===== src/rtl/pwm_timebase_pkg.sv =====
package pwm_timebase_pkg;
  typedef enum logic [1:0] {
    CM_UP   = 2'b00,
    CM_DOWN = 2'b01,
    CM_TRI  = 2'b10,
    CM_HOLD = 2'b11
  } cnt_mode_e;

  // control word field positions
  localparam int MODE_LSB = 0;
  localparam int LDSEL_BIT = 3;
  localparam int HSP_LSB = 7;
  localparam int PW2_LSB = 10;
endpackage


===== src/rtl/pwm_tb_prescaler.sv =====
module pwm_tb_prescaler #(
  parameter int CODE_W  = 3,
  parameter int RATIO_W = 11
) (
  input  logic              clk,
  input  logic              rst,
  input  logic [CODE_W-1:0] pw2_code,
  input  logic [CODE_W-1:0] hsp_code,
  output logic              tick
);
  logic [RATIO_W-1:0] stage_b;
  logic [RATIO_W-1:0] ratio;
  logic [RATIO_W-1:0] limit;
  logic [RATIO_W-1:0] div_cnt;

  always_comb begin
    stage_b = (hsp_code == '0) ? RATIO_W'(1) : RATIO_W'({hsp_code, 1'b0});
    ratio   = stage_b << pw2_code;
    limit   = ratio - 1'b1;
  end

  // >= keeps the divider safe when the ratio shrinks mid-count
  assign tick = (div_cnt >= limit);

  always_ff @(posedge clk) begin
    if (rst)       div_cnt <= '0;
    else if (tick) div_cnt <= '0;
    else           div_cnt <= div_cnt + 1'b1;
  end
endmodule


===== src/rtl/pwm_tb_period.sv =====
module pwm_tb_period #(
  parameter int                CNT_W   = 16,
  parameter logic [CNT_W-1:0]  RST_PRD = '0
) (
  input  logic             clk,
  input  logic             rst,
  input  logic             imm_sel,
  input  logic             wr_en,
  input  logic [CNT_W-1:0] wr_data,
  input  logic             load,
  output logic [CNT_W-1:0] active
);
  logic [CNT_W-1:0] shadow;

  always_ff @(posedge clk) begin
    if (rst) begin
      shadow <= RST_PRD;
      active <= RST_PRD;
    end else begin
      if (wr_en) shadow <= wr_data;
      if (wr_en && imm_sel) active <= wr_data;
      else if (load)        active <= wr_en ? wr_data : shadow;
    end
  end
endmodule


===== src/rtl/pwm_tb_counter.sv =====
module pwm_tb_counter
  import pwm_timebase_pkg::*;
#(
  parameter int CNT_W = 16
) (
  input  logic             clk,
  input  logic             rst,
  input  logic             tick,
  input  cnt_mode_e        mode,
  input  logic [CNT_W-1:0] prd,
  output logic             zero_hit,
  output logic [CNT_W-1:0] cnt,
  output logic             dir_down,
  output logic             zero_evt,
  output logic             prd_evt
);
  logic [CNT_W-1:0] cnt_n;
  logic             dir_n;
  logic             moving;
  logic             step;

  always_comb begin
    cnt_n  = cnt;
    dir_n  = dir_down;
    moving = 1'b1;
    unique case (mode)
      CM_UP: begin
        dir_n = 1'b0;
        cnt_n = (cnt >= prd) ? '0 : cnt + 1'b1;
      end
      CM_DOWN: begin
        dir_n = 1'b1;
        cnt_n = (cnt == '0) ? prd : cnt - 1'b1;
      end
      CM_TRI: begin
        dir_n = dir_down ? (cnt != '0) : (cnt >= prd);
        if (prd == '0)  cnt_n = '0;
        else if (dir_n) cnt_n = cnt - 1'b1;
        else            cnt_n = cnt + 1'b1;
      end
      default: moving = 1'b0;
    endcase
  end

  assign step     = tick && moving;
  assign zero_hit = step && (cnt_n == '0);

  always_ff @(posedge clk) begin
    if (rst) begin
      cnt      <= '0;
      dir_down <= 1'b0;
      zero_evt <= 1'b0;
      prd_evt  <= 1'b0;
    end else begin
      zero_evt <= zero_hit;
      prd_evt  <= step && (cnt_n == prd);
      if (step) begin
        cnt      <= cnt_n;
        dir_down <= dir_n;
      end
    end
  end
endmodule


===== src/rtl/pwm_timebase.sv =====
module pwm_timebase
  import pwm_timebase_pkg::*;
#(
  parameter int               CNT_W   = 16,
  parameter int               CTL_W   = 16,
  parameter int               CODE_W  = 3,
  parameter logic [CNT_W-1:0] RST_PRD = '0
) (
  input  logic             clk,
  input  logic             rst,
  input  logic [CTL_W-1:0] ctl_word,
  input  logic             prd_wr_en,
  input  logic [CNT_W-1:0] prd_wr_data,
  output logic [CNT_W-1:0] tb_cnt,
  output logic             tb_dir_down,
  output logic             tb_zero_evt,
  output logic             tb_prd_evt
);
  localparam int MAX_CODE = (1 << CODE_W) - 1;
  localparam int RATIO_W  = MAX_CODE + $clog2(2 * MAX_CODE + 1);

  logic             pre_tick;
  logic             load_now;
  logic [CNT_W-1:0] active_prd;
  cnt_mode_e        mode;

  assign mode = cnt_mode_e'(ctl_word[MODE_LSB +: 2]);

  pwm_tb_prescaler #(.CODE_W(CODE_W), .RATIO_W(RATIO_W)) pre_i (
    .clk      (clk),
    .rst      (rst),
    .pw2_code (ctl_word[PW2_LSB +: CODE_W]),
    .hsp_code (ctl_word[HSP_LSB +: CODE_W]),
    .tick     (pre_tick)
  );

  pwm_tb_period #(.CNT_W(CNT_W), .RST_PRD(RST_PRD)) prd_i (
    .clk     (clk),
    .rst     (rst),
    .imm_sel (ctl_word[LDSEL_BIT]),
    .wr_en   (prd_wr_en),
    .wr_data (prd_wr_data),
    .load    (load_now),
    .active  (active_prd)
  );

  pwm_tb_counter #(.CNT_W(CNT_W)) cnt_i (
    .clk      (clk),
    .rst      (rst),
    .tick     (pre_tick),
    .mode     (mode),
    .prd      (active_prd),
    .zero_hit (load_now),
    .cnt      (tb_cnt),
    .dir_down (tb_dir_down),
    .zero_evt (tb_zero_evt),
    .prd_evt  (tb_prd_evt)
  );
endmodule


===== config.mk =====
export PLATFORM = sky130hd
export DESIGN_NAME = pwm_timebase
export DESIGN_NICKNAME = d
export VERILOG_FILES = /design/src/rtl/pwm_timebase_pkg.sv /design/src/rtl/pwm_tb_prescaler.sv /design/src/rtl/pwm_tb_period.sv /design/src/rtl/pwm_tb_counter.sv /design/src/rtl/pwm_timebase.sv
export SDC_FILE = /design/constraint.sdc
export NUM_CORES = 1
export LEC_CHECK = 0
export ABC_AREA = 1
export BUFFER_PORTS_ARGS = -buffer_cell sky130_fd_sc_hd__buf_4
export CAP_MARGIN = 20
export CORE_MARGIN = 2
export CORE_UTILIZATION = 55
export DETAILED_ROUTE_END_ITERATION = 8
export PLACE_DENSITY_LB_ADDON = 0.05
export SLEW_MARGIN = 20
export SYNTH_ARGS = -nofsm -noshare
export SYNTH_HDL_FRONTEND = slang
export SYNTH_SLANG_ARGS = --single-unit

===== constraint.sdc =====
create_clock -name clk -period 3.85 [get_ports clk]
set_clock_uncertainty 0.05 [all_clocks]
set_input_delay 0.385 -clock clk [delete_from_list [all_inputs] [get_ports clk]]
set_output_delay 0.385 -clock clk [all_outputs]
set_load 0.02 [all_outputs]

==> results.md, run 1 <==
- Status: completed
- Starting density of the core: 57.2%
- Count of cell types in the netlist: 41
- Synthesized area divided by synthesized cell count: 6.21 sq um
- Sequential cell area fraction in the yosys report: 22.0%
- Synthesized netlist cell count: 909
- Clock transition at path regs: 0.08 ns
- Switching Fraction: 34.6%
- Largest area contributor in the netlist: sky130_fd_sc_hd__dfxtp_1
- Synthesized area: 5640 sq um
- Number of buffers inserted during clock tree synthesis: 9
- Maximum number of pins on one net before global-route repair: 34
- Critical path class: primary input to flip-flop
- Relative contribution of the clock network to total power: 34.2%
- Synth top area cells: sky130_fd_sc_hd__dfxtp_1 22%, sky130_fd_sc_hd__nand2_1 14%, sky130_fd_sc_hd__inv_1 8.9%, sky130_fd_sc_hd__ha_1 7.8%, sky130_fd_sc_hd__nor2_1 7.5%
- Layout cells sized above 1: 14.7%
- Shortest clock period the worst path allows after layout: 3.44 ns
- Placement-stage worst setup slack: -0.0791 ns
- Net switching power: 0.597 mW
- # rows: 36
- Layout net count: 1025
- Areal power density over the cells: 270 nW/um^2
- Signed area change from the synthesized netlist to the final layout: 13.1%
- Tightest Hold Check Type: primary input to flip-flop
- Largest vdd supply drop: 283 uV
- Part of the power in registers: 39.9%
- Horizontal extent of the die: 105 microns
- Setup slack, reg-to-reg: 0.54 ns
- Maximum clock insertion buffer count: 2
- Antenna violations before repair: 0
- Average wire per cell in the routed design: 15.2 microns
- Via count of the first global-routing pass: 5682
- CORE AREA: 9860 sq um
- Arrival @ worst endpoint: 3.63 ns
- Clock root buffer: sky130_fd_sc_hd__clkbuf_8
- Number of enable-type register cells in the synthesized netlist: 0
- Largest fanout of any net on the critical path: 10
- Initial detailed-routing violation count: 489
- Max Freq: 291 MHz
- Max Cap Viol: 0
- Number of fillers in the final layout: 948
- RSZ-0062 raised after global routing: false
- Actual transition at the worst max-transition pin: 0.598 ns
- Yosys synthesis warning count: 0
- Net count after synthesis: 979
- Max Transition Viols Final: 0
- Die H: 105 microns
- CTS sink cnt: 62
- Critical path startpoint category: primary input
- Remaining number of nets flagged by the antenna check after routing: 0
- Num ports: 54
- Maximum level of the CTS H-tree: 3
- Hold buffers post-CTS: 0
- Number of buffers inserted by port buffering: 46
- Combinational group share of total power: 25.9%
- Worst EP required: 4.04 ns
- Endpoints failing setup: 0
- Normalized max-slew margin: 60.1%
- Residual overflow from global routing: 0
- Multi-input combinational cell area: 3700 sq um
- Internal power: 1.13 mW
- Die Footprint: 11100 sq um
- Sequential cell area: 1240 sq um
- Inserted Diodes: 0
- Ys async rst share: 0%
- Clock network latency to the later pin of the worst-skew pair: 0.35 ns
- Period utilisation layout: 89.4%
- Routed vias/inst: 5.51
- GRT Overall Usage: 30.8%
- Number of optimization iterations in the first detailed-route pass: 6
- TritonCTS clock tree: done
- Crit end category: flip-flop
- #FFs+latches synth: 62
- Number of endpoints with negative hold slack in the final report: 0
- Pwr Total: 1.72 mW
- Sum of net half-perimeters after detailed placement: 12.5 mm
- Main synth FF type: sky130_fd_sc_hd__dfxtp_1
- Final worst-path setup slack: 0.410 ns
- Wire length of the first global-routing pass: 27.6 mm
- Via count: 6027
- Share of Yosys cell area claimed by the top area cell type: 22.0%
- DRC errors left: 0
- Wirelength, routed: 16.6 mm
- Placer's final routability congestion estimate: 0.969
- Leakage power of the design: 3.39 nW
==> worst max-delay path, stage by stage <==
cell	delay [ns]
sky130_fd_sc_hd__buf_4	0.13
sky130_fd_sc_hd__nor4_4	0.28
sky130_fd_sc_hd__inv_1	0.06
sky130_fd_sc_hd__nor2_1	0.09
sky130_fd_sc_hd__inv_1	0.06
sky130_fd_sc_hd__nor2_1	0.13
sky130_fd_sc_hd__inv_1	0.09
sky130_fd_sc_hd__ha_1	0.24
sky130_fd_sc_hd__nand4_1	0.16
sky130_fd_sc_hd__nor3_2	0.06
sky130_fd_sc_hd__xnor2_1	0.13
sky130_fd_sc_hd__ha_1	0.31
sky130_fd_sc_hd__nand2_1	0.08
sky130_fd_sc_hd__nor2_1	0.15
sky130_fd_sc_hd__nand3_1	0.09
sky130_fd_sc_hd__o2111ai_1	0.09
sky130_fd_sc_hd__a21oi_1	0.11
sky130_fd_sc_hd__nor2_1	0.16
sky130_fd_sc_hd__inv_1	0.07
sky130_fd_sc_hd__nor2_1	0.08
sky130_fd_sc_hd__nand2_1	0.07
sky130_fd_sc_hd__nor2_2	0.10
sky130_fd_sc_hd__nand2_2	0.09
sky130_fd_sc_hd__buf_4	0.18
sky130_fd_sc_hd__a21oi_1	0.16
sky130_fd_sc_hd__nor2_1	0.06
==> through the flow <==
step | std cells | util (%) | cell area, sq um | hold slack (ns) | TNS (ns)
after global routing | 1093 | 64.7 | 6380 | 0.360 | 0
after detailed placement | 1076 | 62.3 | 6150 | 0.405 | -0.446
after global placement | 1075 | 62.2 | 6130 | 0.393 | 0
final | 1093 | 64.7 | 6380 | 0.344 | 0
after floorplan | 909 | - | 5640 | 0.380 | 0
after CTS | 1092 | 64.3 | 6340 | 0.333 | 0
==> power groups by stage <==
| stage | Combinational, mW | Sequential (mW) | Clock, mW |
|---|---|---|---|
| final | 0.446 | 0.688 | 0.589 |
| after global routing | 0.500 | 0.690 | 0.632 |
| after CTS | 0.434 | 0.687 | 0.601 |
| after detailed placement | 0.432 | 0.702 | 0 |
| after global placement | 0.419 | 0.701 | 0 |
| after floorplan | 0.317 | 0.694 | 0 |
==> logic make-up after synthesis <==
logic type / count (synthesis) / synth area share [%]
simple gates: 474 / 39.7
buf+inv: 175 / 13.0
compound gates: 124 / 11.6
flops: 62 / 22.0
xor+xnor: 39 / 6.05
fa+ha+maj: 35 / 7.76
==> flip-flops by register name, summed over array words and instances (netlist names) <==
register        flops
cnt_i.cnt          16
cnt_i.dir_down      1
cnt_i.prd_evt       1
cnt_i.zero_evt      1
prd_i.active       16
prd_i.shadow       16
pre_i.div_cnt      11
==> final timing paths <==
check	from	to	cells past startpoint
hold reg to reg	pre_i.div_cnt[0]	pre_i.div_cnt[0]	1
hold / removal	prd_wr_data[9]	prd_i.shadow[9]	5
setup reg to reg	prd_i.active[11]	prd_i.active[0]	19
setup / recovery	ctl_word[8]	prd_i.active[0]	26
==> timing repair <==
action / in CTS / in global routing
resized for setup: 0 / 9
endpoints found under the setup margin: 0 / 34
setup buffers: 0 / 1
endpoints found under the hold margin: 0 / 0
==> layout make-up <==
cell class / instances / area share [%]
clock buffers: 9 / 1.94
clock inverters: 7 / 1.16
inverters: 138 / 8.12
multi-input cells: 672 / 57.9
flip-flops and latches: 62 / 19.5
well taps: 133 / 2.61
repair buffers: 72 / 8.79
==> Yosys cell counts (all sizes together), types with 6 or more instances <==
master,count
buf,21
nand3,83
o21ai,63
nor2,121
a21oi,49
nor3,11
inv,137
nand2,222
dfxtp,62
xnor2,6
nand4,26
ha,35
xor2,33
clkbuf,16
o211ai,6
==> routing by layer <==
| metal | track usage [%] | wire length, microns |
|---|---|---|
| met1 | 40.1 | 7080 |
| met2 | 49.3 | 7530 |
| met3 | 5.44 | 1330 |
| met4 | 14.5 | 631 |
| met5 | 0 | 0 |
==> placed cells by master, fill, tap and decap left out, types with 6 or more instances in the layout <==
cell type / count
sky130_fd_sc_hd__nand3_1: 62
sky130_fd_sc_hd__o211ai_1: 6
sky130_fd_sc_hd__nor2_1: 113
sky130_fd_sc_hd__xnor2_1: 6
sky130_fd_sc_hd__dfxtp_1: 62
sky130_fd_sc_hd__nand2_2: 9
sky130_fd_sc_hd__a21oi_1: 48
sky130_fd_sc_hd__o21ai_0: 55
sky130_fd_sc_hd__nand2_1: 210
sky130_fd_sc_hd__inv_1: 134
sky130_fd_sc_hd__nand4_1: 24
sky130_fd_sc_hd__xor2_1: 33
sky130_fd_sc_hd__clkbuf_8: 9
sky130_fd_sc_hd__ha_1: 35
sky130_fd_sc_hd__buf_4: 70
sky130_fd_sc_hd__nand3_2: 20
sky130_fd_sc_hd__o21ai_1: 6
sky130_fd_sc_hd__nor3_1: 8
No activity file was read; power rests on OpenSTA's default activity.
==> run 2: changes to the inputs <==
BUFFER_PORTS_ARGS = -buffer_cell sky130_fd_sc_hd__buf_2   (was -buffer_cell sky130_fd_sc_hd__buf_4)
==> run 2 against run 1 <==
Count of clock-buffer cells in the layout up 1. First-iteration DRC count up 3.7%. Final cell count about the same. Sequential power about the same. Sequential share of layout area up 0.37 points. Critical path type unchanged. Largest cell class unchanged.
==> results.md, run 2 (synthesis results as in run 1) <==
- Actual transition at the worst max-transition pin: 0.715 ns (+0.117 ns)
- Maximum clock insertion buffer count: 2 (unchanged)
- Average wire per cell in the routed design: 15.2 microns (+0.57%)
- Initial detailed-routing violation count: 507 (+3.7%)
- Via count: 5921 (-1.8%)
- Final worst-path setup slack: 0.424 ns (+0.0141 ns)
- Max Freq: 292 MHz (+0.41%)
- Layer with the highest usage: met2
- Normalized max-slew margin: 52.3% (-7.7 points)
- Layout net count: 1024 (-0.098%)
- Largest fanout of any net on the critical path: 27 (+17)
- Starting density of the core: 57.2% (unchanged)
- Most frequent cells in the layout: 209 x sky130_fd_sc_hd__nand2_1, 134 x sky130_fd_sc_hd__inv_1, 113 x sky130_fd_sc_hd__nor2_1
- Crit end category: flip-flop
- Met2 routing resource usage after global routing: 49.7% (+0.41 points)
- Worst setup startpoint: ctl_word[10]
- Via count of the first global-routing pass: 5653 (-0.51%)
- Inserted Diodes: 0 (unchanged)
- GR Util met1: 39.5% (-0.61 points)
- Cell chain of the critical path: buf_2, nand2_1, a21boi_0, o21ai_0, o21ai_0, nand4_1, nor3_1, xnor2_1, ha_1, nand2_1, nor2_1, nand3_1, o2111ai_1, a21oi_1, nor2_1, inv_1, nor2_1, nand2_1, nor2_2, nand2_2, buf_12, a21oi_1, nor2_1
- Maximum level of the CTS H-tree: 3 (unchanged)
- CORE AREA: 9860 sq um (unchanged)
- Period utilisation layout: 89.0% (-0.37 points)
- Number of optimization iterations in the first detailed-route pass: 7 (+1)
- Endpoint of the worst setup timing path: prd_i.active[7]
- Layout cells sized above 1: 14.4% (-0.30 points)
- Num ports: 54 (unchanged)
- Critical path startpoint category: primary input
- Number of buffers inserted by port buffering: 46 (unchanged)
- RSZ-0062 raised after global routing: false
- Horizontal extent of the die: 105 microns (unchanged)
- Residual overflow from global routing: 0 (unchanged)
- Slowest-stage cell, CP: sky130_fd_sc_hd__o21ai_0
- Maximum number of pins on one net before global-route repair: 34 (unchanged)
- Final cell area excluding filler cells: 6260 sq um (-1.8%)
- Number of fillers in the final layout: 930 (-1.9%)
- Critical path class: primary input to flip-flop
- Arrival @ worst endpoint: 3.63 ns (about the same)
- Max incr delay on CP: 0.38 ns (+0.07 ns)
- Routed vias/inst: 5.42 (-1.7%)
- Largest regs: cnt_i.cnt: 16 flops, prd_i.active: 16 flops, prd_i.shadow: 16 flops
- Max Cap Viol: 0 (unchanged)
- Max Transition Viols Final: 0 (unchanged)
- Remaining number of nets flagged by the antenna check after routing: 0 (unchanged)
- Sum Neg Setup Slack: 0 ns (unchanged)
- Die Footprint: 11100 sq um (unchanged)
- Worst EP required: 4.06 ns (+0.02 ns)
- Sequential cell area: 1240 sq um (unchanged)
- R2r endpoint: prd_i.active[2]
- Setup slack, reg-to-reg: 0.46 ns (-0.08 ns)
- Die H: 105 microns (unchanged)
- Signed area change from the synthesized netlist to the final layout: 11.0%
- TritonCTS clock tree: done
- Largest vdd supply drop: 342 uV (+21%)
- Hold buffers post-CTS: 0 (unchanged)
- # Post-CTS Setup Buffers: 0 (unchanged)
- R2r startpoint: cnt_i.cnt[0]
- # rows: 36 (unchanged)
- Wirelength, routed: 16.6 mm (+0.48%)
- Most frequent standard cell in the layout excluding fill and tap cells: sky130_fd_sc_hd__nand2_1
- Clock network latency to the later pin of the worst-skew pair: 0.37 ns (+0.02 ns)
- Number of endpoints with negative hold slack in the final report: 0 (unchanged)
- Placement-stage worst setup slack: 0.0235 ns (+0.103 ns)
- Met3 Track Usage GR: 6.56% (+1.1 points)
- Sum of net half-perimeters after detailed placement: 12.5 mm (-0.39%)
- Shortest clock period the worst path allows after layout: 3.43 ns (-0.0141 ns)
- Depth of the most critical reg-to-reg path: 18 (-1)
- Tightest Hold Check Type: primary input to flip-flop
- Leakage power of the design: 3.39 nW (about the same)
- Multi-input combinational cell area: 3680 sq um (-0.51%)
- Wire length of the first global-routing pass: 27.4 mm (-0.77%)
- Status: completed
- Cell repeated most along the worst path: sky130_fd_sc_hd__nor2_1
- DP Area: 6030 sq um (-2.0%)
- CTS sink cnt: 62 (unchanged)
- Endpoints failing setup: 0 (unchanged)
- Antenna violations before repair: 0 (unchanged)
- Number of buffers inserted during clock tree synthesis: 9 (unchanged)
- GRT Overall Usage: 31.0% (+0.25 points)
- Placer's final routability congestion estimate: 0.952 (-1.8%)
- Areal power density over the cells: 287 nW/um^2 (+6.3%)
- DRC errors left: 0 (unchanged)
- Clock root buffer: sky130_fd_sc_hd__clkbuf_8
- Clock transition at path regs: 0.08 ns (about the same)
[run 2: changes by cell type in the layout (fill, tap and decap cells not counted), moves of 2 or more]
cell,before,now
sky130_fd_sc_hd__buf_2,0,46
sky130_fd_sc_hd__buf_4,70,24
sky130_fd_sc_hd__clkinvlp_4,4,0
sky130_fd_sc_hd__o21ai_0,55,57
[run 2: power by group]
part	switching (mW)	internal, mW	total (mW)
clock	0.290	0.387	0.676
combinational	0.284	0.149	0.433
sequential	0.0206	0.667	0.688
[run 2: worst min-delay path by stage]
| stage | start | slack, ns | cells past startpoint | endpoint |
|---|---|---|---|---|
| floorplan | pre_i.div_cnt[0] | 0.38 | 1 | pre_i.div_cnt[0] |
| global placement | pre_i.div_cnt[0] | 0.39 | 1 | pre_i.div_cnt[0] |
| detailed placement | pre_i.div_cnt[0] | 0.41 | 1 | pre_i.div_cnt[0] |
| CTS | prd_wr_data[10] | 0.31 | 5 | prd_i.shadow[10] |
| global route | prd_wr_data[10] | 0.36 | 5 | prd_i.shadow[10] |
| finish | prd_wr_data[10] | 0.32 | 5 | prd_i.shadow[10] |
[run 2: worst max-delay path, delay by kind of cell]
| kind | cells | cell delay (ns) |
|---|---|---|
| simple gates | 12 | 1.37 |
| xor+xnor | 1 | 0.11 |
| buf+inv | 3 | 0.38 |
| fa+ha+maj | 1 | 0.31 |
| compound gates | 6 | 1.09 |
[run 2: area by class of cell]
class                           instances  area share (%)
Multi-Input combinational cell        672            58.7
Sequential cell                        62            19.8
Inverter                              138            8.27
Timing Repair Buffer                   71            6.87
Tap cell                              133            2.66
Clock buffer                           10            2.20
Clock inverter                          6            1.46
[run 2: metal layers]
layer	wire, microns	vias to the layer above
li1	-	3002
met1	7240	2645
met2	7520	225
met3	1190	49
met4	684	0
met5	0	-
[run 2: timing repair]
action / 4_1_cts / 5_1_grt
resized for setup: 0 / 2
setup endpoints to repair: 0 / 12
endpoints found under the hold margin: 0 / 0
[run 2: through the flow]
stage	cells	total power, mW	hold slack [ns]	util [%]
floorplan	909	1.01	0.380	-
global placement	1076	1.11	0.394	61.1
detailed placement	1076	1.12	0.410	61.1
CTS	1092	1.80	0.311	63.4
global route	1092	1.89	0.364	63.5
finish	1092	1.80	0.319	63.5
